`src/rtl/mkins_pkg.sv`:
```
package mkins_pkg;

  typedef enum logic [1:0] {
    SLOT_MARK = 2'd0,
    SLOT_DATA = 2'd1,
    SLOT_FILL = 2'd2
  } slot_kind_e;

  // Slot index zero of every period carries the marker.
  function automatic logic idx_is_marker(input int unsigned idx);
    return (idx == 0);
  endfunction

  // Next slot index, wrapping at the period length.
  function automatic int unsigned idx_next(input int unsigned idx,
                                           input int unsigned period);
    return (idx + 1 >= period) ? 0 : idx + 1;
  endfunction

  // Classify the current output slot.
  function automatic slot_kind_e classify(input logic marker, input logic have_src);
    if (marker)        return SLOT_MARK;
    else if (have_src) return SLOT_DATA;
    else               return SLOT_FILL;
  endfunction

endpackage

```
`src/rtl/mkins_slot_counter.sv`:
```
module mkins_slot_counter
  import mkins_pkg::*;
#(
  parameter int unsigned PERIOD_BEATS = 1024,
  localparam int unsigned CW = (PERIOD_BEATS > 2) ? $clog2(PERIOD_BEATS) : 1
) (
  input  logic          clk,
  input  logic          rst,
  input  logic          advance,
  output logic [CW-1:0] slot_idx,
  output logic          marker_slot,
  output logic          wrap_evt
);

  localparam logic [CW-1:0] LAST_IDX = CW'(PERIOD_BEATS - 1);

  logic [CW-1:0] idx_q;
  logic [CW-1:0] idx_d;

  always_comb begin
    idx_d = CW'(idx_next(int'(idx_q), PERIOD_BEATS));
  end

  always_ff @(posedge clk) begin
    if (rst) begin
      idx_q <= '0;
    end else if (advance) begin
      idx_q <= idx_d;
    end
  end

  assign slot_idx    = idx_q;
  assign marker_slot = idx_is_marker(int'(idx_q));
  assign wrap_evt    = advance && (idx_q == LAST_IDX);

  // the last slot of a period is followed by the marker slot
  p_wrap_to_marker_r2: assert property (@(posedge clk) disable iff (rst)
    wrap_evt |=> (slot_idx == '0));

  // inside a period, an accepted beat moves to the next slot
  p_step_one_r2: assert property (@(posedge clk) disable iff (rst)
    (advance && slot_idx != LAST_IDX) |=> (slot_idx == $past(slot_idx) + CW'(1)));

  // a stalled cycle keeps the slot
  p_hold_when_stalled_r8: assert property (@(posedge clk) disable iff (rst)
    !advance |=> $stable(slot_idx));

endmodule

```
`src/rtl/mkins_ready_gate.sv`:
```
module mkins_ready_gate (
  input  logic clk,
  input  logic rst,
  input  logic marker_slot,
  input  logic out_ready,
  input  logic src_valid,
  output logic src_ready,
  output logic take_evt
);

  assign src_ready = !rst && !marker_slot && out_ready;
  assign take_evt  = src_valid && src_ready;

  // the source is never offered ready in the marker slot
  p_gate_marker_r4: assert property (@(posedge clk) disable iff (rst)
    marker_slot |-> !src_ready);

  // outside the marker slot the consumer ready reaches the source
  p_pass_ready_r5: assert property (@(posedge clk) disable iff (rst)
    !marker_slot |-> (src_ready == out_ready));

  // a take never happens in the marker slot
  p_no_take_in_marker_r7: assert property (@(posedge clk) disable iff (rst)
    marker_slot |-> !take_evt);

endmodule

```
`src/rtl/mkins_beat_mux.sv`:
```
module mkins_beat_mux
  import mkins_pkg::*;
#(
  parameter int unsigned DATA_W = 32,
  parameter logic [DATA_W-1:0] MARKER = 32'hC0DE_F00D
) (
  input  logic              marker_slot,
  input  logic              src_valid,
  input  logic [DATA_W-1:0] src_data,
  output slot_kind_e        kind,
  output logic [DATA_W-1:0] out_data
);

  always_comb begin
    kind = classify(marker_slot, src_valid);
    unique case (kind)
      SLOT_MARK: out_data = MARKER;
      SLOT_DATA: out_data = src_data;
      default:   out_data = '0;
    endcase
  end

endmodule

```
`src/rtl/stream_marker_inserter.sv`:
```
module stream_marker_inserter
  import mkins_pkg::*;
#(
  parameter int unsigned DATA_W       = 32,
  parameter int unsigned PERIOD_BEATS = 1024,
  parameter logic [DATA_W-1:0] MARKER = 32'hC0DE_F00D,
  localparam int unsigned CW = (PERIOD_BEATS > 2) ? $clog2(PERIOD_BEATS) : 1
) (
  input  logic              clk,
  input  logic              rst,
  input  logic [DATA_W-1:0] src_data,
  input  logic              src_valid,
  output logic              src_ready,
  output logic [DATA_W-1:0] out_data,
  output logic              out_valid,
  input  logic              out_ready
);

  logic          advance;
  logic [CW-1:0] slot_idx;
  logic          marker_slot;
  logic          wrap_evt;
  logic          take_evt;
  slot_kind_e    kind;
  logic          rst_q;

  assign out_valid = !rst;
  assign advance   = out_valid && out_ready;

  mkins_slot_counter #(.PERIOD_BEATS(PERIOD_BEATS)) u_cnt (
    .clk         (clk),
    .rst         (rst),
    .advance     (advance),
    .slot_idx    (slot_idx),
    .marker_slot (marker_slot),
    .wrap_evt    (wrap_evt)
  );

  mkins_ready_gate u_gate (
    .clk         (clk),
    .rst         (rst),
    .marker_slot (marker_slot),
    .out_ready   (out_ready),
    .src_valid   (src_valid),
    .src_ready   (src_ready),
    .take_evt    (take_evt)
  );

  mkins_beat_mux #(.DATA_W(DATA_W), .MARKER(MARKER)) u_mux (
    .marker_slot (marker_slot),
    .src_valid   (src_valid),
    .src_data    (src_data),
    .kind        (kind),
    .out_data    (out_data)
  );

  always_ff @(posedge clk) begin
    rst_q <= rst;
  end

  // the first slot after reset release is the marker
  p_marker_after_reset_r1: assert property (@(posedge clk) disable iff (rst)
    rst_q |-> (marker_slot && out_data == MARKER));

  // the marker slot carries the marker word
  p_marker_word_r2: assert property (@(posedge clk) disable iff (rst)
    (kind == SLOT_MARK) |-> (out_data == MARKER && slot_idx == '0));

  // idle data slots carry zero filler
  p_fill_zero_r6: assert property (@(posedge clk) disable iff (rst)
    (!marker_slot && !src_valid) |-> (out_data == '0));

  // a taken beat is the beat on the output
  p_take_matches_r7: assert property (@(posedge clk) disable iff (rst)
    take_evt |-> (out_data == src_data && advance));

  // output valid stays high out of reset
  p_valid_high_r9: assert property (@(posedge clk) disable iff (rst)
    out_valid);

  // a period wrap is followed by a marker slot
  p_wrap_marker_r2: assert property (@(posedge clk) disable iff (rst)
    wrap_evt |=> marker_slot);

endmodule

```
`config.mk`:
```
export PLATFORM = sky130hd
export DESIGN_NAME = stream_marker_inserter
export DESIGN_NICKNAME = d
export VERILOG_FILES = /design/src/rtl/mkins_pkg.sv /design/src/rtl/mkins_slot_counter.sv /design/src/rtl/mkins_ready_gate.sv /design/src/rtl/mkins_beat_mux.sv /design/src/rtl/stream_marker_inserter.sv
export SDC_FILE = /design/constraint.sdc
export NUM_CORES = 1
export LEC_CHECK = 0
export BUFFER_PORTS_ARGS = -buffer_cell sky130_fd_sc_hd__buf_2
export CAP_MARGIN = 40
export CORE_MARGIN = 3
export CORE_UTILIZATION = 38
export CTS_CLUSTER_SIZE = 14
export DETAILED_ROUTE_END_ITERATION = 6
export PLACE_DENSITY = 0.79
export SLEW_MARGIN = 0
export SYNTH_ARGS = -nofsm -noshare
export SYNTH_HDL_FRONTEND = slang
export SYNTH_HIERARCHICAL = 1
export SYNTH_SLANG_ARGS = --single-unit
export TNS_END_PERCENT = 1
```
`constraint.sdc`:
```
create_clock -name clk -period 2.2 [get_ports clk]
set_input_delay 0 -clock clk [delete_from_list [all_inputs] [get_ports clk]]
set_output_delay 0 -clock clk [all_outputs]
set_load 0.02 [all_outputs]
```
==> impl_metrics.csv <==
group,metric,value,unit
timing,fmax,0.539,GHz
critical_path,crit_path_top_delay_cell,"dfxtp_1",
critical_path,critPathCaptureType,"primary output",
timing,holdWs,0.0282,ns
layout,fillers,195,
pwr,clkPwrFrac,0.257,
cts,cts.sinks,10,
cts,cts_resized,0,
critical_path,cp-start-kind,"flip-flop",
critical_path,slowest_delay,0.37,ns
place,io_buffers,69,
timing,final_period_minus_worst_setup_slack,1.86,ns
place,dp_hpwl,2020,um
critical_path,cp_cell_sequence,"nor4_1 > nand3b_1 > nor4_2 > buf_4 > and3b_1 > buf_2",
synth,ys.warnings.count,6,
cts,numCtsBuffers,3,
layout,stdcell_count,193,
timing,hold_viol,0,
global_routing,track_usage,0.177,
cts,clkTransAtPathRegs,0.07,ns
detailed_routing,drt_iter0_drc,11,
timing,finalClockSkew,0.00480,ns
global_routing,grt_pass1_wl,3750,um
place,gp_congestion,0.807,
floorplanning,die-area,0.00275,mm2
layout,stdcell_area,0.00122,mm2
critical_path,arrival,1.86,ns
layout,drive_gt1_frac,0.476,
synth,syn_area,818,um2
synth,netlist_instances,98,
detailed_routing,viasPerCell,5.10,
outcome,status,"finished clean",
timing,rsz0062_at_grt,"no",
min_path,hold_depth,2,
critical_path,cp_max_fo,33,
place,dp_slack,0.482,ns
floorplanning,start_util,0.409,
floorplanning,die_x,52.4,um
floorplanning,die_y,52.4,um
timing,setup_viol,0,
pwr,pwr-share-seq,0.302,
place,place_area,0.00118,mm2
floorplanning,rows,16,
cts,cts_hold_buf,0,
pwr,intPower,0.403,mW
pwr,p_sw,0.230,mW
place,dp.cells,189,
layout,area_delta_synth_final,48.8,%
timing,setup_slack,0.344,ns
global_routing,antenna_found_initial,0,
cts,cts_root_buf,"clkbuf_4",
synth,syn_avg_cell_area,8.35,um2
cts,cts_setup_buffers,0,
floorplanning,coreArea,0.00200,mm2
pwr,pwr-share-comb,0.441,
global_routing,grt_pass1_vias,865,
detailed_routing,drt_wl_total,2460,um
pwr,power,0.633,mW
timing,min_period_over_period,0.844,
cts,cts_buffer_depth,2,
pwr,peakVddDrop,0.420,mV
detailed_routing,dr.pass1.iters,4,
min_path,hold_class,"input pin to flip-flop",
timing,setup_tns,0,ns
floorplanning,io_pins,70,
detailed_routing,drc,0,
layout,post-route-util,0.608,
layout,largest_reg_flops,10,
cts,insertion_delay,0.26,ns
timing,finalMaxSlewViolations,0,
layout,finalNetCount,205,
detailed_routing,wl_per_cell,12.8,um
pwr,p_sw_frac,0.363,
detailed_routing,vias,984,
timing,tightest_slew,0.633,ns
flow_run,drv_cap,0,
pwr,powerDensity,520,mW/mm2
global_routing,grt_max_degree,34,
layout,antenna_cells,0,
pwr,leakage,0.690,nW
timing,slew_headroom,0.574,
critical_path,worstPathRequired,2.20,ns
detailed_routing,ant_nets,0,
cts,cts_tree,"yes",
cts,htreeDepth,1,
critical_path,r2r_cells,4,
critical_path,critPathKind,"flip-flop to primary output",
global_routing,overflow,0,
synth,syn-num-nets,136,
==> worst paths after layout <==
path | endpoint | slack [ns] | from
worst max-delay path | out_data[11] | 0.34 | u_cnt/slot_idx[6]
worst min-delay path | u_cnt/slot_idx[1] | 0.03 | rst
worst max register to register | u_cnt/slot_idx[2] | 0.53 | u_cnt/slot_idx[0]
worst min register to register | u_cnt/slot_idx[9] | 0.54 | u_cnt/slot_idx[9]
==> power by group through the flow <==
stage / logic [mW] / registers [mW] / clock network (mW)
after global placement: 0.275 / 0.195 / 0
after floorplan: 0.186 / 0.194 / 0
after CTS: 0.282 / 0.191 / 0.167
after detailed placement: 0.281 / 0.195 / 0
final: 0.279 / 0.191 / 0.162
after global routing: 0.305 / 0.193 / 0.178
==> placed cells by master, fill, tap and decap left out, drive strengths merged, types with 3 or more instances in the layout <==
cell type  instances
a21oi              4
o21ai              3
dfxtp             10
buf               71
or3                3
and3b             17
xor2               3
nor2               5
nand3              3
nand4              5
clkbuf             4
a21o              15
nand2              4
inv                4
==> cell type report <==
| class | instances | area (um2) | area share |
|---|---|---|---|
| Timing Repair Buffer | 71 | 360 | 0.296 |
| Clock buffer | 4 | 36.3 | 0.0298 |
| Sequential cell | 10 | 200 | 0.164 |
| Tap cell | 27 | 33.8 | 0.0277 |
| Multi-Input combinational cell | 77 | 572 | 0.470 |
| Inverter | 4 | 15.0 | 0.0123 |
==> layer usage <==
metal	track usage	vias up	wire length (um)
li1	-	502	-
met1	0.190	434	932
met2	0.320	46	1220
met3	0.0712	2	294
met4	0.0426	0	14
met5	0	-	0
==> critical path, delay by kind of cell, from the launching register on <==
kind / cells / cell delay (ns)
simple gates: 4 / 0.76
buf+inv: 2 / 0.46
flops: 1 / 0.37
(Power assumes the default switching activity.)
